**src/rtl/frm_pkg.sv**
```systemverilog
package frm_pkg;
  localparam int unsigned STAT_W = 32;

  localparam int unsigned B_CF   = 0;
  localparam int unsigned B_TF   = 8;
  localparam int unsigned B_IF   = 9;
  localparam int unsigned B_IOPL = 12;
  localparam int unsigned B_RF   = 16;
  localparam int unsigned B_VM   = 17;
  localparam int unsigned B_VIF  = 19;
  localparam int unsigned B_VIP  = 20;

  localparam logic [STAT_W-1:0] M_ARITH   = 32'h0000_4DD5;
  localparam logic [STAT_W-1:0] M_IF      = 32'h0000_0200;
  localparam logic [STAT_W-1:0] M_IOPL    = 32'h0000_3000;
  localparam logic [STAT_W-1:0] M_RF      = 32'h0001_0000;
  localparam logic [STAT_W-1:0] M_AC_ID   = 32'h0024_0000;
  localparam logic [STAT_W-1:0] M_LOW16   = 32'h0000_FFFF;
  localparam logic [STAT_W-1:0] M_DEFINED = 32'h003F_7FD5;
  localparam logic [STAT_W-1:0] RESET_VAL = 32'h0000_0002;

  localparam logic [STAT_W-1:0] M_RING0 = M_ARITH | M_IF | M_IOPL | M_RF | M_AC_ID;
  localparam logic [STAT_W-1:0] M_USER  = M_ARITH | M_AC_ID;
endpackage

```
**src/rtl/frm_rst_sync.sv**
```systemverilog
module frm_rst_sync #(
  parameter int unsigned STAGES = 2
) (
  input  logic clk,
  input  logic rst_n,
  output logic rst_sync_n
);
  logic [STAGES-1:0] chain_q;

  always_ff @(posedge clk or negedge rst_n) begin
    if (!rst_n) chain_q <= '0;
    else        chain_q <= {chain_q[STAGES-2:0], 1'b1};
  end

  assign rst_sync_n = chain_q[STAGES-1];
endmodule

```
**src/rtl/frm_mask_gen.sv**
```systemverilog
module frm_mask_gen
  import frm_pkg::*;
(
  input  logic [STAT_W-1:0] cur_i,
  input  logic [STAT_W-1:0] popped_i,
  input  logic [1:0]        cpl_i,
  input  logic              v86_i,
  input  logic              op32_i,
  input  logic              vext_en_i,
  output logic [STAT_W-1:0] mask_o,
  output logic              vif_wr_o,
  output logic              fault_o
);
  logic [1:0] iopl;
  logic       cpl_ok;
  logic [STAT_W-1:0] raw_mask;

  assign iopl   = cur_i[B_IOPL +: 2];
  assign cpl_ok = (cpl_i <= iopl);

  always_comb begin
    raw_mask = '0;
    vif_wr_o = 1'b0;
    fault_o  = 1'b0;
    if (!v86_i) begin
      if (cpl_i == 2'd0) raw_mask = M_RING0;
      else               raw_mask = M_USER | (cpl_ok ? M_IF : '0);
    end else if (iopl == 2'd3) begin
      raw_mask = M_USER | M_IF;
    end else if (!vext_en_i || op32_i) begin
      fault_o = 1'b1;
    end else begin
      raw_mask = M_ARITH;
      vif_wr_o = 1'b1;
      fault_o  = popped_i[B_TF] | (popped_i[B_IF] & cur_i[B_VIP]);
    end
  end

  assign mask_o = op32_i ? raw_mask : (raw_mask & M_LOW16);
endmodule

```
**src/rtl/frm_merge.sv**
```systemverilog
module frm_merge
  import frm_pkg::*;
(
  input  logic [STAT_W-1:0] cur_i,
  input  logic [STAT_W-1:0] popped_i,
  input  logic [STAT_W-1:0] mask_i,
  input  logic              vif_wr_i,
  output logic [STAT_W-1:0] nxt_o
);
  logic [STAT_W-1:0] blend;

  always_comb begin
    blend = (cur_i & ~mask_i) | (popped_i & mask_i);
    if (vif_wr_i) blend[B_VIF] = popped_i[B_IF];
    nxt_o    = blend & M_DEFINED;
    nxt_o[1] = 1'b1;
  end
endmodule

```
**src/rtl/flag_restore_unit.sv**
```systemverilog
module flag_restore_unit
  import frm_pkg::*;
(
  input  logic        clk,
  input  logic        rst_n,
  input  logic        valid_i,
  input  logic [31:0] popped_i,
  input  logic [1:0]  cpl_i,
  input  logic        v86_i,
  input  logic        op32_i,
  input  logic        vext_en_i,
  output logic [31:0] status_o,
  output logic        fault_o
);
  logic              rst_sync_n;
  logic [STAT_W-1:0] status_q, status_d, merged, mask;
  logic              vif_wr, fault_raw, status_en;

  frm_rst_sync #(.STAGES(2)) u_rst (
    .clk(clk), .rst_n(rst_n), .rst_sync_n(rst_sync_n)
  );

  frm_mask_gen u_mask (
    .cur_i(status_q), .popped_i(popped_i), .cpl_i(cpl_i), .v86_i(v86_i),
    .op32_i(op32_i), .vext_en_i(vext_en_i),
    .mask_o(mask), .vif_wr_o(vif_wr), .fault_o(fault_raw)
  );

  frm_merge u_merge (
    .cur_i(status_q), .popped_i(popped_i), .mask_i(mask),
    .vif_wr_i(vif_wr), .nxt_o(merged)
  );

  assign fault_o   = valid_i & fault_raw;
  assign status_en = valid_i & ~fault_raw;

  always_comb begin
    status_d = status_q;
    if (status_en) status_d = merged;
  end

  always_ff @(posedge clk or negedge rst_sync_n) begin
    if (!rst_sync_n) status_q <= RESET_VAL;
    else             status_q <= status_d;
  end

  assign status_o = status_q;

  p_fixed_bits_r1: assert property (@(posedge clk) disable iff (!rst_sync_n)
    (status_q[1] == 1'b1) && ((status_q & ~(M_DEFINED | RESET_VAL)) == '0));
  p_vm_kept_r2: assert property (@(posedge clk) disable iff (!rst_sync_n)
    valid_i |=> $stable(status_q[B_VM]) && $stable(status_q[B_VIP]));
  p_ring_nofault_r4: assert property (@(posedge clk) disable iff (!rst_sync_n)
    (valid_i && !v86_i) |-> !fault_o);
  p_v86_iopl3_r6: assert property (@(posedge clk) disable iff (!rst_sync_n)
    (valid_i && v86_i && status_q[B_IOPL +: 2] == 2'd3) |-> !fault_o);
  p_nofault_write_r7: assert property (@(posedge clk) disable iff (!rst_sync_n)
    fault_o |=> $stable(status_q));
  p_vext32_r8: assert property (@(posedge clk) disable iff (!rst_sync_n)
    (valid_i && v86_i && op32_i && status_q[B_IOPL +: 2] != 2'd3) |-> fault_o);
  p_tf_fault_r9: assert property (@(posedge clk) disable iff (!rst_sync_n)
    (valid_i && v86_i && vext_en_i && !op32_i && popped_i[B_TF]
     && status_q[B_IOPL +: 2] != 2'd3) |-> fault_o);
  p_fault_strobe_r10: assert property (@(posedge clk) disable iff (!rst_sync_n)
    fault_o |-> valid_i);
  p_hold_r10: assert property (@(posedge clk) disable iff (!rst_sync_n)
    !valid_i |=> $stable(status_q));
endmodule

```
**config.mk**
```make
export PLATFORM = sky130hd
export DESIGN_NAME = flag_restore_unit
export DESIGN_NICKNAME = d
export VERILOG_FILES = /design/src/rtl/frm_pkg.sv /design/src/rtl/frm_rst_sync.sv /design/src/rtl/frm_mask_gen.sv /design/src/rtl/frm_merge.sv /design/src/rtl/flag_restore_unit.sv
export SDC_FILE = /design/constraint.sdc
export NUM_CORES = 1
export LEC_CHECK = 0
export BUFFER_PORTS_ARGS = -buffer_cell sky130_fd_sc_hd__buf_2
export CELL_PAD_IN_SITES_DETAIL_PLACEMENT = 1
export CELL_PAD_IN_SITES_GLOBAL_PLACEMENT = 1
export CORE_MARGIN = 3
export CORE_UTILIZATION = 31
export CTS_BUF_LIST = sky130_fd_sc_hd__clkbuf_4 sky130_fd_sc_hd__clkbuf_8
export CTS_CLUSTER_DIAMETER = 100
export CTS_CLUSTER_SIZE = 40
export DETAILED_ROUTE_END_ITERATION = 16
export PLACE_DENSITY_LB_ADDON = 0.1
export RECOVER_POWER = 50
export SLEW_MARGIN = 5
export SYNTH_ARGS = -nofsm -noshare
export SYNTH_HDL_FRONTEND = slang
export SYNTH_SLANG_ARGS = --single-unit
```
**constraint.sdc**
```tcl
create_clock -name clk -period 1.9 [get_ports clk]
set_input_delay 0.285 -clock clk [delete_from_list [all_inputs] [get_ports clk]]
set_output_delay 0.285 -clock clk [all_outputs]
set_load 0.05 [all_outputs]
```
After elaboration in Yosys (flattened, before gate mapping):

Cells that the tools add are included.

* output and inout bits: 33
* bits in registers: 20
* input bits: 40
* word-level logic and storage cells: 29

* reduce and logical (&&, ||, !) cells: 3
* muxes and demuxes: 13
* equal/unequal tests: 1
* $lt $le $gt $ge: 1
* bitwise gates (word level): 9

Operators with widths (number)
* two-way mux 22 bit: 3
* bitwise AND 22 bit: 2
* inverter 22 bit: 1
* bitwise OR 22 bit: 1
* two-way mux 17 bit: 1
* two-way mux 15 bit: 1
* two-way mux 10 bit: 1
* two-way mux 1 bit: 7
* bitwise AND 1 bit: 3
* equality test 2 bit, second input constant: 1
* less-or-equal comparator 2 bit: 1
* logical NOT 2 bit: 1
* logical NOT 1 bit: 1
* logical OR 1 bit: 1
* inverter 1 bit: 1
* bitwise OR 1 bit: 1

Logic depth before layout (Yosys ltp):

Gate-level depths: netlist (run 1).

* depth after elaboration: 10
* mapped depth: 5
* mapped depth without buffers: 5

Modules after synthesis:

Synthesis (run 1) repeated with hierarchy kept, for this count alone.

* cell total of the unflattened synthesis: 156
* area total of the unflattened synthesis: 2138.3 um^2

Modules (own cells, without submodules)
* flag_restore_unit: sequential area each 802.0 um^2, instances 1, area each 1367.6 um^2, cells an instance 70
* frm_merge: sequential area each 0.0 um^2, instances 1, area each 386.6 um^2, cells an instance 36
* frm_mask_gen: sequential area each 0.0 um^2, instances 1, area each 330.3 um^2, cells an instance 47
* frm_rst_sync: sequential area each 50.0 um^2, instances 1, area each 53.8 um^2, cells an instance 3

Least setup slack after synthesis (run 1):

OpenSTA, ideal clock, no wires.

* kind: reg2out
* from: reg (tool-made name)
* to: out fault_o
* stages on the path, launching flop included: 3
* setup slack: -374 ps
* path buffers: 0
* arrival time: 1989 ps
* data required time: 1615 ps
* cell sequence: dfrtp_1 > a21bo_2 > nor3_1

RTL lines
* end: declaration: RTL line flag_restore_unit.sv:13 `output logic fault_o`

==> out/summary.md, run 1 <==
Antenna cell count: 0. The hold violation total from the final report is 0, and the logic gate share of total power is 0.439. The sequential cell fraction of total power was 0.383. Post-synthesis compound-gate area fraction: 0.0878.

The initialized floorplan defines 19 standard-cell rows. Entering global routing, the biggest net connects 17 pins. In the post-synthesis netlist, the biggest area contributors are sky130_fd_sc_hd__dfrtp_1 49%, sky130_fd_sc_hd__mux2_2 17%, sky130_fd_sc_hd__buf_4 13%. The detail-routed net length per standard cell works out to 13.0 um. TritonCTS built the clock tree. The number of setup violations in the final report is 0, and the reported max-cap violation count is 0. Using the TritonRoute via totals, the vias-per-cell ratio works out to 4.35. The portion of netlist area occupied by mux cells is 0.170, and the number of DRC violations after detailed routing is 0.

For the CTS H-tree depth, the log shows 1. The summed instance area of the synthesized netlist was 926 um2; the post-synthesis register bit count was 18. After synthesis, the most frequently instantiated cells are 18 x sky130_fd_sc_hd__dfrtp_1, 16 x sky130_fd_sc_hd__buf_4, 14 x sky130_fd_sc_hd__mux2_2, 4 x sky130_fd_sc_hd__inv_1. The tools report the endpoint kind of the worst setup timing path as an output port. The number of enable flip-flop cells after synthesis is 0. The relative area change from synthesis to final layout came out at 22.3%. Summed over all nets, wire length on met2 after detailed routing comes to 1010 um. In this run the worst path has a maximum fanout of 5. For the largest buffer count on any clock path, the log shows 2.

The switching share of power is 0.455, and the post-synthesis adder-cell area fraction is 0.0270. In this run the tool buffered the top-level ports with 39 buffer cells. The logs give 0.648 for the global placer's final weighted congestion and 3680 um2 for the floorplan die area.

The share of flip-flops with an asynchronous set or reset after synthesis works out to 1.00. Share of the cycle needed by the critical path after routing: 0.908. After floorplanning, the core was sized to cover 2810 um2. The clock period could shrink to 1.73 ns.

The biggest cell delay along the critical path was 0.45 ns; the flop-to-flop setup slack was 0.36 ns. The number of global-route vias before repair is 618, and the die height is 60.7 um. The tools report the number of antenna violations at the first check in global routing as 0.

At the worst endpoint, the required time is 1.62 ns. Summed area of non-filler cells in the final layout: 1130 um2. The logs give 598 uW for the net switching component of the power and 0.565 nW for the total leakage power. The basic-gate share of the synthesized area counting and, or, nand and nor cells works out to 0.0743.

The clock edge transition at the registers on the reported setup and hold paths works out to 0.11 ns. Once the clock tree was built, the resizer swapped 0 gates to a different size. The run gives 18 as the clock sink count.

Once detail routing completed, the nets flagged for antenna violations numbered 0. The run gives 0 as the total congestion overflow. The largest individual stage delay along the critical path comes from the cell sky130_fd_sc_hd__dfrtp_1.

The fraction of final layout cells with drive strength greater than 1 works out to 0.467. For the I/O pin count, the log shows 73. The cell with the most instances after synthesis is sky130_fd_sc_hd__dfrtp_1. The depth of the most critical reg-to-reg path is 3.

The run gives 21 as the distinct cell type count of the synthesized netlist. The max-slew violation total from the final report came out at 0. The clock buffer count from CTS is 3. The run finished with clean final reports. VDD sags by at most 0.634 mV. The routed layout has 657 vias.

Summed over all nets, the half-perimeter wirelength after detailed placement is 1610 um. The later pin in the worst-skew pair is clocked with a latency of 0.29 ns. The post-synthesis xor/xnor area fraction is 0. The internal portion of total power is 716 uW. After synthesis, the largest family of logic cells by area is multiplexers. For this run, the post-layout net count is 163.

The first TritonRoute pass finished after 2 iterations. Path class of the lowest-slack min-delay path: primary input to register. In this run the top signal layer used is met4. The run gives 0.486 as the fraction of the yosys area taken by sequential cells.

Most used flip-flop cell after synthesis: sky130_fd_sc_hd__dfrtp_1. The run gives 1110 um2 as the placed cell area. The die is 60.7 um wide. For this run, the number of Yosys warnings is 0. Setup repair after global routing left no endpoint under its margin. In this run, the number of DRC markers left after iteration 0 of detailed routing was 7. For this run, the top clock speed supported by timing is 580 MHz. The number of setup buffers added after CTS was 0. The kind of critical path is register to output port.

The routed design uses 123 um of met3 wire. The initial cell density of the core was 0.330; the transition at the pin with the smallest max-transition slack was 0.699 ns. The number of instances in the synthesized netlist is 76, and the share of total power in the clock network is 0.178.

Data arrives at the worst endpoint at 1.44 ns. The worst setup path endpoint is fault_o. The run gives 0.117 as the global-route total usage across every layer. The tools report the master cell of the clock root buffer as sky130_fd_sc_hd__clkbuf_4. Setup total negative slack on the finished layout was measured at 0 ns. Walking the worst path, the cells encountered are a21bo_2 > nor3_2 > buf_2.

The mean cell area of the mapped netlist is 12.2 um2, and the first-pass GRT wire length is 3080 um. After detailed routing, the wire length on met1 is 807 um. The areal power density over the cells was 1160 nW/um2. The tools report the type of element launching the critical path as a register. The worst relative slew slack is 0.527, and the post-route clock skew is 0.00741 ns. The largest total area in the synthesized netlist belongs to sky130_fd_sc_hd__dfrtp_1.

Wires add up to 1960 um. The portion of synthesized cell area occupied by the leading cell type came out at 0.486.
power groups by stage:
| stage | logic, mW | registers, mW | clock network (mW) |
|---|---|---|---|
| 2_1_floorplan | 0.220 | 0.766 | 0 |
| 3_3_place_gp | 0.582 | 0.508 | 0 |
| 3_5_place_dp | 0.589 | 0.512 | 0 |
| 4_1_cts | 0.592 | 0.504 | 0.248 |
| 5_1_grt | 0.616 | 0.515 | 0.272 |
| 6_report | 0.577 | 0.504 | 0.234 |
per-layer routing:
layer / global-route usage / vias to the layer above
met5: 0 / -
met4: 0.0650 / 0
met3: 0.0277 / 2
met2: 0.192 / 25
met1: 0.140 / 313
li1: - / 317
stage by stage:
| step | setup slack [ns] | cells | util | hold WS [ns] | power [mW] |
|---|---|---|---|---|---|
| floorplan | 0.0528 | 91 | - | -0.0106 | 0.985 |
| global placement | 0.372 | 146 | 0.395 | 0.0694 | 1.09 |
| detailed placement | 0.347 | 146 | 0.395 | 0.0710 | 1.10 |
| CTS | 0.158 | 151 | 0.412 | 0.181 | 1.34 |
| global route | 0.0991 | 151 | 0.404 | 0.196 | 1.40 |
| finish | 0.175 | 151 | 0.404 | 0.192 | 1.31 |
worst min path at each step:
stage                       startpoint                to  depth (start not counted)
after floorplan                  rst_n  u_rst.chain_q[0]                          0
after global placement           rst_n  u_rst.chain_q[0]                          1
after detailed placement         rst_n  u_rst.chain_q[1]                          1
after CTS                 popped_i[13]          register                          3
after global routing       popped_i[2]          register                          2
final                     popped_i[13]          register                          3
critical path: cells and delay by family (launching register included):
family	cells	cell delay (ns)
flip-flops	1	0.45
buffers and inverters	1	0.27
AO/OA/AOI/OAI	1	0.28
AND/OR/NAND/NOR	1	0.14
final cells by class:
class | count | area (um2)
Tap cell | 31 | 38.8
Inverter | 4 | 15.0
Fill cell | 347 | 1670
Clock buffer | 4 | 36.3
Timing Repair Buffer | 41 | 205
Multi-Input combinational cell | 53 | 387
Sequential cell | 18 | 450
cell families after synthesis:
family | Yosys count
AOI/OAI and AO/OA | 10
adders and majority gates | 2
and+or+nand+nor | 10
DFF | 18
muxes | 14
other | 2
buffers and inverters | 20
what timing repair did:
action / in CTS / in global routing
endpoints found under the hold margin: 2 / 0
hold buffers: 1 / 0
endpoints found under the setup margin: 0 / 0
placed cells by master, fill, tap and decap left out, drive strengths merged, types with 2 or more instances in the layout:
cell type and count:
nand2 2, inv 4, o21ai 4, ha 2
buf 34, dfrtp 18, clkbuf 10, mux2 14
nand3 3, conb 17
No activity file was read; power rests on OpenSTA's default activity.
==> inputs of run 2 (changes only) <==
--- a/config.mk
+++ b/config.mk
@@ -15,7 +15,6 @@
 export CTS_CLUSTER_SIZE = 40
 export DETAILED_ROUTE_END_ITERATION = 16
 export PLACE_DENSITY_LB_ADDON = 0.1
-export RECOVER_POWER = 50
 export SLEW_MARGIN = 5
 export SYNTH_ARGS = -nofsm -noshare
 export SYNTH_HDL_FRONTEND = slang
==> out/summary.md, run 2 (synthesis results as in run 1) <==
For this design the static power due to leakage is 0.589 nW. The worst relative slew slack came out at 0.552. The number of gates resized after CTS was 0. TritonCTS built the clock tree.

The logs give 0 for the max-slew violation total from the final report and 0 for the number of setup buffers added after CTS. The detail-routed net length per standard cell was 12.9 um; the antenna cell count was 0. The largest driver fanout on the critical path was 5; the reported max-cap violation count was 0. The worst path needs 1.72 ns of the cycle, external delays included. At the pin with the least slew margin, the transition time is 0.673 ns.

Setup repair after global routing left no endpoint under its margin. Entering global routing, the biggest net connects 17 pins. The total congestion overflow is 0, and the areal power density over the cells is 1140 nW/um2. Die height: 60.7 um. The first global-routing pass estimated 3080 um of wire.

Hold violation total from the final report: 0. The path class of the lowest-slack min-delay path is primary input to register. The tools report the startpoint of the tightest hold check path as popped_i[13]. Net total in the final layout: 163.

Adding up every negative setup slack in the final design gives 0 ns. The run finished with clean final reports. The flop-to-flop setup slack is 0.37 ns. Clock tree synthesis selected as its root buffer the cell sky130_fd_sc_hd__clkbuf_4. I/O pin count: 73.

The via density per instance was 4.36; the clock edge transition at the registers on the reported setup and hold paths was 0.11 ns. After detailed placement, the total cell area comes to 1110 um2. The worst setup path is launched from a register. For the number of global-route vias before repair, the log shows 618. For the largest buffer count on any clock path, the log shows 2. The clock sink count is 18, and the iteration count of the initial detailed-routing pass is 2. The run gives 1 as the CTS H-tree depth.

The logs give 1 for the hold buffer count at CTS and 0 for the number of DRC violations after detailed routing. The initial cell density of the core came out at 0.330. Clock skew on the completed layout was measured at 0.00741 ns.

The routed layout has 658 vias. Global-route total usage across every layer: 0.117. The global placer's final weighted congestion was 0.648. Number of antenna violations at the first check in global routing: 0. The count of standard-cell rows was 19.

The count of nets left with antenna violations once routing finished came out at 0. The most common library cell in the layout ignoring fill and taps was sky130_fd_sc_hd__buf_2. Clock latency at the later pin of the worst-skew pair: 0.29 ns. Setup violations remaining at the end of the flow were counted as 0.

In the layout the commonest cells are 39 x sky130_fd_sc_hd__buf_2, 18 x sky130_fd_sc_hd__dfrtp_1, 17 x sky130_fd_sc_hd__conb_1, 14 x sky130_fd_sc_hd__mux2_2, 4 x sky130_fd_sc_hd__inv_1. Summed area of non-filler cells in the final layout: 1150 um2. Input and output buffers added on the ports amount to 39.

The run gives 0.634 mV as the worst-case vdd ir drop. The floorplan die area was 3680 um2. The die is 60.7 um wide. For the data arrival time of the critical path, the log shows 1.44 ns. The run gives 1950 um as the overall routed net length. The endpoint kind of the worst setup timing path was an output port. The share of the cycle needed by the critical path after routing is 0.906. The worst setup path is of the register to output port kind. Static timing analysis puts the maximum clock frequency at 581 MHz.

For the clock buffer count from CTS, the log shows 3. Core box area: 2810 um2. For the data required time at the worst endpoint, the log shows 1.62 ns.

The fraction of final layout cells with drive strength greater than 1 was 0.525. Detailed placement ended at an HPWL of 1610 um. Relative to the synthesized area, the layout overhead comes to 24.7%. After the first detailed-routing iteration, the DRC count stood at 3.
## run 2: worst paths after layout
kind / endpoint / cells past startpoint
max reg2reg: register / 3
max: fault_o / 3
min in group asynchronous: asynchronous set/reset pin / 0
min reg2reg: asynchronous set/reset pin / 0
max in group asynchronous: asynchronous set/reset pin / 0
min: register / 3
## run 2: final cells by class
cell class                      instances  area (um2)
Sequential cell                        18         450
Fill cell                             345        1650
Tap cell                               31        38.8
Inverter                                4        15.0
Timing Repair Buffer                   41         213
Multi-Input combinational cell         53         402
Clock buffer                            4        36.3
## run 2: where the power goes
group	total [mW]	leakage, nW	switching, mW	internal, mW
Sequential	0.503	0.213	0.0461	0.456
Clock	0.234	0.0210	0.117	0.117
Combinational	0.585	0.355	0.435	0.150
## run 2: worst max-delay path, cell delays in order, from the launching register on
cell	delay [ns]
sky130_fd_sc_hd__dfrtp_1	0.44
sky130_fd_sc_hd__a21bo_2	0.28
sky130_fd_sc_hd__nor3_2	0.14
sky130_fd_sc_hd__buf_2	0.27
## run 2: routing by layer
layer	share of wire	vias up	GRT usage
met5	0	-	0
met4	0.0097	0	0.0650
met3	0.063	2	0.0277
met2	0.52	25	0.192
met1	0.41	314	0.140
li1	-	317	-
## run 2: through the flow
step / power [mW] / worst slack (ns) / util / instances / hold WS [ns]
floorplan: 0.985 / 0.0528 / - / 91 / -0.0106
global placement: 1.09 / 0.372 / 0.395 / 146 / 0.0694
detailed placement: 1.10 / 0.347 / 0.395 / 146 / 0.0710
CTS: 1.34 / 0.158 / 0.412 / 151 / 0.181
global route: 1.41 / 0.0991 / 0.412 / 151 / 0.196
finish: 1.32 / 0.179 / 0.412 / 151 / 0.192
==> inputs of run 3 (changes only) <==
--- a/config.mk
+++ b/config.mk
@@ -9,7 +9,7 @@
 export CELL_PAD_IN_SITES_DETAIL_PLACEMENT = 1
 export CELL_PAD_IN_SITES_GLOBAL_PLACEMENT = 1
 export CORE_MARGIN = 3
-export CORE_UTILIZATION = 31
+export CORE_UTILIZATION = 40
 export CTS_BUF_LIST = sky130_fd_sc_hd__clkbuf_4 sky130_fd_sc_hd__clkbuf_8
 export CTS_CLUSTER_DIAMETER = 100
 export CTS_CLUSTER_SIZE = 40
@@ -18,4 +18,5 @@
 export SLEW_MARGIN = 5
 export SYNTH_ARGS = -nofsm -noshare
 export SYNTH_HDL_FRONTEND = slang
+export SYNTH_HIERARCHICAL = 1
 export SYNTH_SLANG_ARGS = --single-unit
==> out/summary.md, run 3 <==
The run finished with clean final reports. The first global-routing pass estimated 6910 um of wire. In this run the critical register-to-register path is captured at status_o[9]. Fraction of final layout cells with drive strength greater than 1: 0.653. The tools report the clock latency at the later pin of the worst-skew pair as 0.27 ns. The die height came out at 77.3 um.

After the first detailed-routing iteration, the DRC count stood at 25. The worst setup path is captured at an output port. The areal power density over the cells works out to 1790 nW/um2. The initial cell density of the core was 0.422; the antenna cell count was 0. The relative area change from synthesis to final layout is 18.1%.

After synthesis the cells add up to 2030 um2. The min-delay analysis places its worst path in the category register to asynchronous set/reset pin. The logs give 6 for the number of synthesis warnings and 34 for the clock sink count.

The tools report the number of instances in the synthesized netlist as 142. Along the worst path, the maximum fanout reaches 5. The worst path setup slack after routing was 0.0950 ns; the mean cell area of the mapped netlist was 14.3 um2. The horizontal die dimension was 77.3 um; the floorplan die area was 5970 um2.

After routing, the total negative slack on setup checks comes to 0 ns. The startpoint identified for the worst register-to-register timing path is status_o[12]. Dividing the detail-routed via count by the number of cells gives 4.27.

In the layout the commonest cells are 57 x sky130_fd_sc_hd__buf_2, 47 x sky130_fd_sc_hd__mux2_4, 31 x sky130_fd_sc_hd__dfrtp_1, 18 x sky130_fd_sc_hd__conb_1, 6 x sky130_fd_sc_hd__clkbuf_8. Worst setup path endpoint: fault_o. Across the VDD grid, the largest voltage drop is 0.652 mV. The data required time at the worst endpoint came out at 1.62 ns. The first TritonRoute pass finished after 2 iterations.

STA classifies the critical path startpoint as a register. Max-cap violations in this run came to 0. The max-slew violation total from the final report is 0. The core box area is 4820 um2, and the overall routed net length is 3930 um. The number of setup buffers added after CTS came out at 0.

The H-tree was split into 2 levels. Setup repair after global routing left no endpoint under its margin. The kind of critical path was register to output port. The master cell of the clock root buffer was sky130_fd_sc_hd__clkbuf_8.

On the final layout, the worst clock skew is 0.00659 ns. Once detail routing completed, the nets flagged for antenna violations numbered 0. The wire-length estimate of the detail-placed layout is 2990 um. The number of inserted filler cells in the final layout was 533; the clock edge transition at the registers on the reported setup and hold paths was 0.07 ns. The logs give 2 for the largest buffer count on any clock path and 0 for the number of DRC violations after detailed routing. The top achievable clock speed is 554 MHz. Leaving out fill and tap cells, the most frequent cell in the layout is sky130_fd_sc_hd__buf_2.

Global routing finished with a remaining overflow of 0. The floorplan has 25 rows. The flop-to-flop setup slack came out at 0.11 ns.

For the finished layout, the period the worst path requires is 1.81 ns. Clock tree synthesis inserted a total of 5 buffers. Counting cells, the worst reg-to-reg path comes to 6. The global-route total usage across every layer is 0.147.

The detailed router placed 1124 vias in this run. Buffers placed on the I/O ports in this run total 58. At the placement stage, the worst setup path has a slack of 0.0912 ns. The largest net degree at the start of global routing is 33.

TritonCTS built the clock tree. The flip-flop count of the largest register, all copies and words added was 32. Data arrival time of the critical path: 1.52 ns. The number of global-route vias before repair was 1346; the number of setup violations in the final report was 0.

Global placer's final weighted congestion: 0.700. The run gives 237 as the net total in the final layout. The hold violation total from the final report is 0, and the detail-routed net length per standard cell is 15.0 um. The most critical setup path has its startpoint at status_o[12].

For this design the top-level I/O count stands at 73. The number of antenna violations at the first check in global routing is 0, and the share of the cycle needed by the critical path after routing is 0.950. The tools report the total leakage power as 1.25 nW.
## run 3: through the flow
stage / cells / area, um2 / util / hold slack (ns) / power [mW]
detailed placement: 254 / 2240 / 0.466 / 0.0705 / 3.52
global placement: 254 / 2240 / 0.466 / 0.0705 / 3.44
global route: 263 / 2400 / 0.498 / 0.314 / 4.55
CTS: 263 / 2400 / 0.498 / 0.292 / 4.37
floorplan: 156 / 2090 / - / -0.0106 / 3.11
finish: 263 / 2400 / 0.498 / 0.270 / 4.31
## run 3: worst max-delay path, cell delays in order (launching register included)
cell	delay, ns
sky130_fd_sc_hd__dfrtp_2	0.43
sky130_fd_sc_hd__nand2_1	0.10
sky130_fd_sc_hd__nand2_1	0.12
sky130_fd_sc_hd__nor2_2	0.21
sky130_fd_sc_hd__and2_2	0.17
sky130_fd_sc_hd__clkbuf_4	0.23
## run 3: per-layer routing
metal,vias up,wire (um),GRT usage,share of wire
met5,-,0,0,0
li1,539,-,-,-
met2,32,2120,0.276,0.54
met4,0,23,0.0320,0.0058
met1,549,1570,0.165,0.40
met3,4,224,0.0387,0.057
## run 3: worst min-delay path by stage
stage | end | depth (start not counted)
6_report | status_o[3] | 1
3_5_place_dp | u_rst/chain_q[1] | 1
3_3_place_gp | u_rst/chain_q[1] | 1
5_1_grt | u_rst/chain_q[0] | 2
4_1_cts | status_o[24] | 1
2_1_floorplan | u_rst/chain_q[0] | 0
## run 3: repair_timing
item,in CTS,in global routing
hold endpoints to repair,2,0
setup endpoints to repair,1,1
gates resized for setup,1,1
hold buffers,1,0
## run 3: power by group
| group | internal (mW) | switching, mW |
|---|---|---|
| logic | 0.856 | 1.41 |
| clock network | 0.560 | 0.252 |
| registers | 1.01 | 0.217 |
| total | 2.43 | 1.88 |
## run 3: cell type report
| class | instances | area, um2 | share of cell area |
|---|---|---|---|
| multi-input combinational | 88 | 951 | 0.396 |
| clock buffer | 6 | 82.6 | 0.0344 |
| clock inverter | 2 | 60.1 | 0.0250 |
| inverter | 3 | 11.3 | 0.00469 |
| tap | 67 | 83.8 | 0.0349 |
| timing repair buffer | 63 | 358 | 0.149 |
| sequential | 34 | 855 | 0.356 |
